==> config.mk <==
export PLATFORM = sky130hd
export DESIGN_NAME = frac_baud_gen
export DESIGN_NICKNAME = d
export VERILOG_FILES = /design/src/rtl/frac_baud_pkg.sv /design/src/rtl/fbg_cfg_reg.sv /design/src/rtl/fbg_slot_sel.sv /design/src/rtl/fbg_period_cnt.sv /design/src/rtl/frac_baud_gen.sv
export SDC_FILE = /design/constraint.sdc
export NUM_CORES = 1
export LEC_CHECK = 0
export BUFFER_PORTS_ARGS = -buffer_cell sky130_fd_sc_hd__buf_2
export CAP_MARGIN = 20
export CORE_MARGIN = 8
export CORE_UTILIZATION = 28
export DETAILED_ROUTE_END_ITERATION = 12
export GPL_TIMING_DRIVEN = 0
export PLACE_DENSITY = 0.42
export SLEW_MARGIN = 20
export SYNTH_ARGS = -nofsm -noshare
export SYNTH_HDL_FRONTEND = slang
export SYNTH_SLANG_ARGS = --single-unit
==> constraint.sdc <==
create_clock -name clk -period 6.1 [get_ports clk]
set_input_delay 0.915 -clock clk [delete_from_list [all_inputs] [get_ports clk]]
set_output_delay 0.915 -clock clk [all_outputs]
set_load 0.01 [all_outputs]
==> src/rtl/frac_baud_pkg.sv <==
package frac_baud_pkg;
  localparam int SLOTS = 16;
  localparam int IDX_W = $clog2(SLOTS);
  typedef logic [SLOTS-1:0] slot_mask_t;
  typedef logic [IDX_W-1:0] slot_idx_t;
endpackage

==> src/rtl/fbg_cfg_reg.sv <==
module fbg_cfg_reg
  import frac_baud_pkg::*;
#(
  parameter int         DIV_W    = 16,
  parameter int         RST_DIV  = 34,
  parameter slot_mask_t RST_SLOT = 16'hDDDD
) (
  input  logic             clk,
  input  logic             rst_n,
  input  logic             wr,
  input  logic [DIV_W-1:0] div_in,
  input  slot_mask_t       slot_in,
  output logic [DIV_W-1:0] div_q,
  output slot_mask_t       slot_q
);

  always_ff @(posedge clk) begin
    if (!rst_n) begin
      div_q  <= DIV_W'(RST_DIV);
      slot_q <= RST_SLOT;
    end else if (wr) begin
      div_q  <= div_in;
      slot_q <= slot_in;
    end
  end

  // a write captures both fields
  a_r6_load: assert property (@(posedge clk) disable iff (!rst_n)
    wr |=> (div_q == $past(div_in)) && (slot_q == $past(slot_in)));

  // without a write, the configuration holds
  a_r7_hold: assert property (@(posedge clk) disable iff (!rst_n)
    !wr |=> $stable(div_q) && $stable(slot_q));

endmodule

==> src/rtl/fbg_slot_sel.sv <==
module fbg_slot_sel
  import frac_baud_pkg::*;
#(
  parameter int DIV_W = 16,
  localparam int CNT_W = DIV_W + 1
) (
  input  logic [DIV_W-1:0] div_q,
  input  slot_mask_t       slot_q,
  input  slot_idx_t        idx,
  output logic             stretch,
  output logic [CNT_W-1:0] limit
);

  logic [SLOTS-1:0] hit_vec;

  for (genvar g = 0; g < SLOTS; g++) begin : g_slot
    assign hit_vec[g] = slot_q[g] && (idx == slot_idx_t'(g));
  end

  assign stretch = |hit_vec;
  assign limit   = {1'b0, div_q} + CNT_W'(stretch);

endmodule

==> src/rtl/fbg_period_cnt.sv <==
module fbg_period_cnt
  import frac_baud_pkg::*;
#(
  parameter int DIV_W = 16,
  localparam int CNT_W = DIV_W + 1
) (
  input  logic             clk,
  input  logic             rst_n,
  input  logic             restart,
  input  logic [CNT_W-1:0] limit,
  output logic             hit,
  output logic             wrap,
  output slot_idx_t        idx
);

  logic [CNT_W-1:0] cnt;

  assign hit  = (cnt == limit);
  assign wrap = hit && (idx == slot_idx_t'(SLOTS - 1));

  always_ff @(posedge clk) begin
    if (!rst_n || restart) begin
      cnt <= '0;
      idx <= '0;
    end else if (hit) begin
      cnt <= '0;
      idx <= idx + slot_idx_t'(1);
    end else begin
      cnt <= cnt + CNT_W'(1);
    end
  end

  // the counter never passes the period end
  a_r2_cnt_in_range: assert property (@(posedge clk) disable iff (!rst_n)
    cnt <= limit);

  // the index advances by one per sample
  a_r3_idx_step: assert property (@(posedge clk) disable iff (!rst_n)
    (hit && !restart) |=> idx == $past(idx) + slot_idx_t'(1));

  // a restart clears the count and the index
  a_r6_restart_clear: assert property (@(posedge clk) disable iff (!rst_n)
    restart |=> (cnt == '0) && (idx == '0));

endmodule

==> src/rtl/frac_baud_gen.sv <==
module frac_baud_gen
  import frac_baud_pkg::*;
#(
  parameter int         DIV_W    = 16,
  parameter int         RST_DIV  = 34,
  parameter slot_mask_t RST_SLOT = 16'hDDDD
) (
  input  logic             clk,
  input  logic             rst_n,
  input  logic             cfg_wr,
  input  logic [DIV_W-1:0] cfg_div,
  input  logic [15:0]      cfg_slot,
  output logic             sample_tick,
  output logic             bit_tick
);

  localparam int CNT_W = DIV_W + 1;

  logic [DIV_W-1:0] div_q;
  slot_mask_t       slot_q;
  slot_idx_t        idx;
  logic             stretch;
  logic [CNT_W-1:0] limit;
  logic             hit;
  logic             wrap;

  fbg_cfg_reg #(.DIV_W(DIV_W), .RST_DIV(RST_DIV), .RST_SLOT(RST_SLOT)) u_cfg (
    .clk(clk), .rst_n(rst_n), .wr(cfg_wr), .div_in(cfg_div), .slot_in(cfg_slot),
    .div_q(div_q), .slot_q(slot_q)
  );

  fbg_slot_sel #(.DIV_W(DIV_W)) u_sel (
    .div_q(div_q), .slot_q(slot_q), .idx(idx), .stretch(stretch), .limit(limit)
  );

  fbg_period_cnt #(.DIV_W(DIV_W)) u_cnt (
    .clk(clk), .rst_n(rst_n), .restart(cfg_wr), .limit(limit),
    .hit(hit), .wrap(wrap), .idx(idx)
  );

  assign sample_tick = rst_n && hit;
  assign bit_tick    = rst_n && wrap;

  // a bit tick is always also a sample tick
  a_r4_bit_in_sample: assert property (@(posedge clk) disable iff (!rst_n)
    bit_tick |-> sample_tick);

  // a bit tick is followed by sample index 0 (or a restart)
  a_r4_wrap_to_zero: assert property (@(posedge clk) disable iff (!rst_n)
    bit_tick |=> idx == '0);

  // both ticks stay low during reset
  always_comb begin
    if (!rst_n) a_r1_quiet_in_reset: assert (!sample_tick && !bit_tick);
  end

endmodule

After elaboration in Yosys (flattened, before gate mapping):

Cells that the tools add are included.

* register bits: 53
* output and inout bits: 2
* logic and storage cells: 47

* add/subtract/negate cells: 3
* equality and inequality tests: 16
* reduce and logical (&&, ||, !) cells: 24

Operators with widths (count)
* 4-bit equality test, second input constant: 8
* 1-bit logical AND: 19
* 16-bit by 1-bit adder with 17-bit output: 1
* 17-bit by 1-bit adder with 17-bit output, second input constant: 1
* 17-bit equality test: 1
* 4-bit by 3-bit equality test with 1-bit output, second input constant: 4
* 16-bit OR reduction: 1
* 4-bit by 2-bit equality test with 1-bit output, second input constant: 2
* 4-bit by 1-bit adder with 4-bit output, second input constant: 1
* 4-bit by 1-bit equality test with 1-bit output, second input constant: 1
* 4-bit zero test: 1
* 2-bit OR reduction: 1
* 1-bit zero test: 1
* 1-bit logical OR: 1

Depth between registers and ports, before layout:

* word-level depth: 7
* gate-level depth with buffers: 16
* depth with buffers taken out: 15

Modules after synthesis:

From an unflattened synthesis, not the netlist that was laid out.

* cells, all modules: 280
* area, all modules: 2766.4 sq um

Modules (own cells, without submodules)
* fbg_cfg_reg: instances 1, cells an instance 103, area each 1199.9 sq um, seq. area each 640.6 sq um
* fbg_period_cnt: instances 1, cells an instance 130, area each 1157.4 sq um, seq. area each 420.4 sq um
* fbg_slot_sel: instances 1, cells an instance 45, area each 396.6 sq um, seq. area each 0.0 sq um
* frac_baud_gen: instances 1, cells an instance 2, area each 12.5 sq um, seq. area each 0.0 sq um

Worst setup path after synthesis:

No wires, ideal clock.

* path type: reg2out
* start: register u_cnt.idx[0]
* end: output bit_tick
* arrival: 2.893 ns
* required time: 5.185 ns
* setup slack: 2.292 ns
* stages on the path, launching flop included: 15
* cells stage by stage: dfxtp_1 > ha_1 > a22oi_1 > nand3_1 > o21ai_0 > o21ai_0 > ha_1 > ha_1 > nand3_1 > nor4_1 > xor2_1 > nor2_1 > nand4_2 > nor2_1 > and3_1

* longest elaborated chain between the ends: 7
* elaborated cells between the ends (all ways): 37
* those cells by class: add/sub (1); eq/ne (16); reduce/logical (20)

RTL lines
* start: declaration: line fbg_period_cnt.sv:13 `output slot_idx_t idx`
* start signal: assignment: line fbg_period_cnt.sv:27 `idx <= idx + slot_idx_t'(1);`
* 4-bit by 1-bit equality test with 1-bit output, or another cell as far along: line fbg_slot_sel.sv:17 `assign hit_vec[g] = slot_q[g] && (idx == slot_idx_t'(g));`
* 1-bit logical AND: line fbg_slot_sel.sv:17
* 16-bit OR reduction: line fbg_slot_sel.sv:20 `assign stretch = |hit_vec;`
* 16-bit by 1-bit adder with 17-bit output: line fbg_slot_sel.sv:21 `assign limit = {1'b0, div_q} + CNT_W'(stretch);`
* 17-bit equality test: line fbg_period_cnt.sv:18 `assign hit = (cnt == limit);`
* 1-bit logical AND *: line fbg_period_cnt.sv:19 `assign wrap = hit && (idx == slot_idx_t'(SLOTS - 1));`
* 1-bit logical AND *: line frac_baud_gen.sv:42 `assign bit_tick = rst_n && wrap;`
* end: declaration: line frac_baud_gen.sv:14 `output logic bit_tick`

Mark *: on every way between the ends. The rest lies on a longest branch, timed or not.

Worst setup path in the final report:

Ends and elaborated chain as after synthesis.

==> impl_results.md <==
- Synth area leaders: dfxtp_1 38%, mux2i_1 12%, xnor2_1 6.0%
- Main flop type after synthesis: dfxtp_1
- Synth Register Bits: 53
- Worst setup path class: reg2out
- Final Non-Filler Cells: 480
- Average wire per standard cell: ~14 microns
- Setup-failing EPs final: 0
- Die Y: 116 microns
- Die footprint: ~13000 sq um
- Initial Util: 0.287
- I/O pin total: 37
- Layout cells sized above 1: 0.168
- First-pass GRT wire length: 11.1 mm
- Sequential power share: 0.514
- Initial antenna violation count: 0
- Min Tclk post-route: 4.81 ns
- Comb pwr share: 0.101
- Layout area overhead: 17.0%
- Leakage: between 1 and 1.5 nW
- Critical Path Slowest Stage Cell: dfxtp_1
- Hold WS: 0.486 ns
- Hold Path Class: reg2reg
- Number of buffers on the longest clock path: 2
- Psw: 0.000167 W
- Vias per cell: 4.50
- Cts repair resizes: 0
- Num rows: 36
- Register area share after synthesis: 0.380
- Clk_lat worst skew: roughly 0.3 ns
- Horiz. Die Dim: roughly 120 microns
- Final Cycle Share: 0.789
- Final core occ: 0.335
- Power density cells: 223 nW/um^2
- Fin nets: a little under 400
- Gpl congestion: 0.732
- Max-Slew Margin vs Limit: 0.420
- Post-synthesis cell area: roughly 2800 sq um
- Grt ovf: 0
- Post-DRT Antenna Nets: 0
- Core area: 9730 sq um
- CTS clk-pin slew, worst paths: 0.10 ns
- Hold Vio Cnt, Final: 0
- Top-count cell post-synth: dfxtp_1
- Htree depth: 2
- CP endpoint kind: primary output
- Net Sw Frac: 0.230
- Via Count: 2158
- Clk_skew: 0.0106 ns
- Power Total: 0.000727 W
- Post-CTS Setup Inserts: 0
- Largest area contributor in the netlist: dfxtp_1
- IO Port Bufs: 34
- Cell total after placement: 471
- CTS Hold Bufs: 0
- Commonest cells post-synth: 53 x dfxtp_1, 33 x mux2i_1, 32 x nand2_1
- Residual DRC: 0
- Iteration-0 DRC Markers: between 80 and 90
- CP most frequent cell: ha_1
- CP arrival: 3.90 ns
- Largest net degree at the start of global routing: 17
- RSZ-0062 raised after global routing: no
- Max-cap viol count: 0
- Routed WL: about 6.5 mm
- Peak VDD IR: 0.139 mV
- Startpoint Class: register
- Syn_area_per_cell: 9.17 sq um
- Critical Path Max Stage Delay: approximately 0.44 ns
- WP data required: 5.18 ns
- EDFF count, synth: 0
- Cell breakdown of the critical path: ha_1 > a22oi_1 > nand2_1 > o21ai_0 > o21ai_0 > ha_1 > ha_1 > nand3_1 > nor4_1 > xor2_1 > nor2_1 > nand4_2 > nor2_1 > and3_1 > buf_2
- Synth warn: 0
- GR Util All Layers: 0.104
- Slew Limit Fails: 0
- DPL Wire Length: between 5 and 6 mm
- Syn_nets: 346
- Drt pass-1 iters: 4
- CTS tree: yes
- Outcome: complete, no violations
- Worst-path fanout max: 8
- Post-synth ARST share: 0
- Sum of negative setup slack: 0 ns
- Worst-Margin Slew: 0.870 ns
- Clock Tree Root: clkbuf_8
- Clk sinks: 53
- Int Pwr: ~0.00056 W
- Synthesized instance count: 304
- Yosys cell types: 44
- Clock network power share: 0.385
- CTS Buf Count: 5
- Yosys top cell area share: 0.380
- Vias in the first global route: 2145
- Maximum clock rate: 0.208 GHz
## state kept, by name, indices dropped and copies added (netlist names)
signal and flops:
u_cfg.div_q 16, u_cfg.slot_q 16, u_cnt.idx 4, u_cnt.cnt 17
## cells by family after synthesis
kind of cell / after synthesis / share of synthesized area
xor+xnor: 36 / 0.113
flops: 53 / 0.380
compound gates: 29 / 0.0754
mux: 33 / 0.118
simple gates: 127 / 0.249
fa+ha+maj: 7 / 0.0314
buf+inv: 19 / 0.0327
## critical path, delay by kind of cell, from the launching register on
kind / cells / cell delay, ns
XOR/XNOR: 1 / 0.11
buffers and inverters: 1 / 0.12
flip-flops: 1 / 0.44
AO/OA/AOI/OAI: 3 / 0.41
adder cells (fa/ha/maj): 3 / 0.86
AND/OR/NAND/NOR: 7 / 1.64
## cell type report
| cell class | count | area (sq um) |
|---|---|---|
| clock buffer | 5 | 68.8 |
| sequential | 53 | 1060 |
| buffer | 12 | 65.1 |
| antenna | 1 | 2.50 |
| inverter | 7 | 26.3 |
| clock inverter | 3 | 65.1 |
| tap | 133 | 166 |
| fill | 1068 | 6470 |
| timing repair buffer | 34 | 170 |
| multi-input combinational | 232 | 1640 |
## cells in the final DEF (no fill, tap or decap), types with 3 or more instances in the layout
cell type	n
nor2_1	29
mux2i_1	33
a22oi_1	8
dfxtp_1	53
nand2_1	32
buf_2	35
ha_1	7
xnor2_1	19
nand4_1	6
xor2_1	17
clkbuf_1	8
nor2b_1	21
nand3_1	13
o31ai_1	3
o21ai_0	4
inv_1	7
nor4_1	3
a21oi_1	3
nor3_1	5
clkbuf_8	6
and3_1	4
## routing by layer
layer	track usage	vias to the layer above	share of wire
li1	-	1132	-
met1	0.149	995	0.54
met5	0	-	0
met3	0.0234	4	0.040
met4	0.0311	0	0.0086
met2	0.150	27	0.42
## final timing paths
kind	from	endpoint	slack, ns	depth (start not counted)
setup / recovery	u_cnt.idx[0]	bit_tick	1.29	15
hold / removal	u_cfg.slot_q[10]	u_cfg.slot_q[10]	0.49	2
setup reg to reg	u_cnt.idx[0]	u_cnt.cnt[16]	2.25	15
hold reg to reg	u_cfg.slot_q[10]	u_cfg.slot_q[10]	0.49	2
## per-stage QoR
step	instance area, sq um	setup slack [ns]
floorplan	2790	2.29
global placement	3130	1.56
detailed placement	3130	1.59
CTS	3260	1.23
global route	3260	0.865
finish	3260	1.29
## power by group through the flow
stage	registers [W]	clock network [W]	logic, W
floorplan	0.000377	0	0.0000534
global placement	0.000382	0	0.0000736
detailed placement	0.000382	0	0.0000745
CTS	0.000374	0.000293	0.0000750
global route	0.000376	0.000306	0.0000829
finish	0.000374	0.000280	0.0000735
No activity file was read; power rests on OpenSTA's default activity.
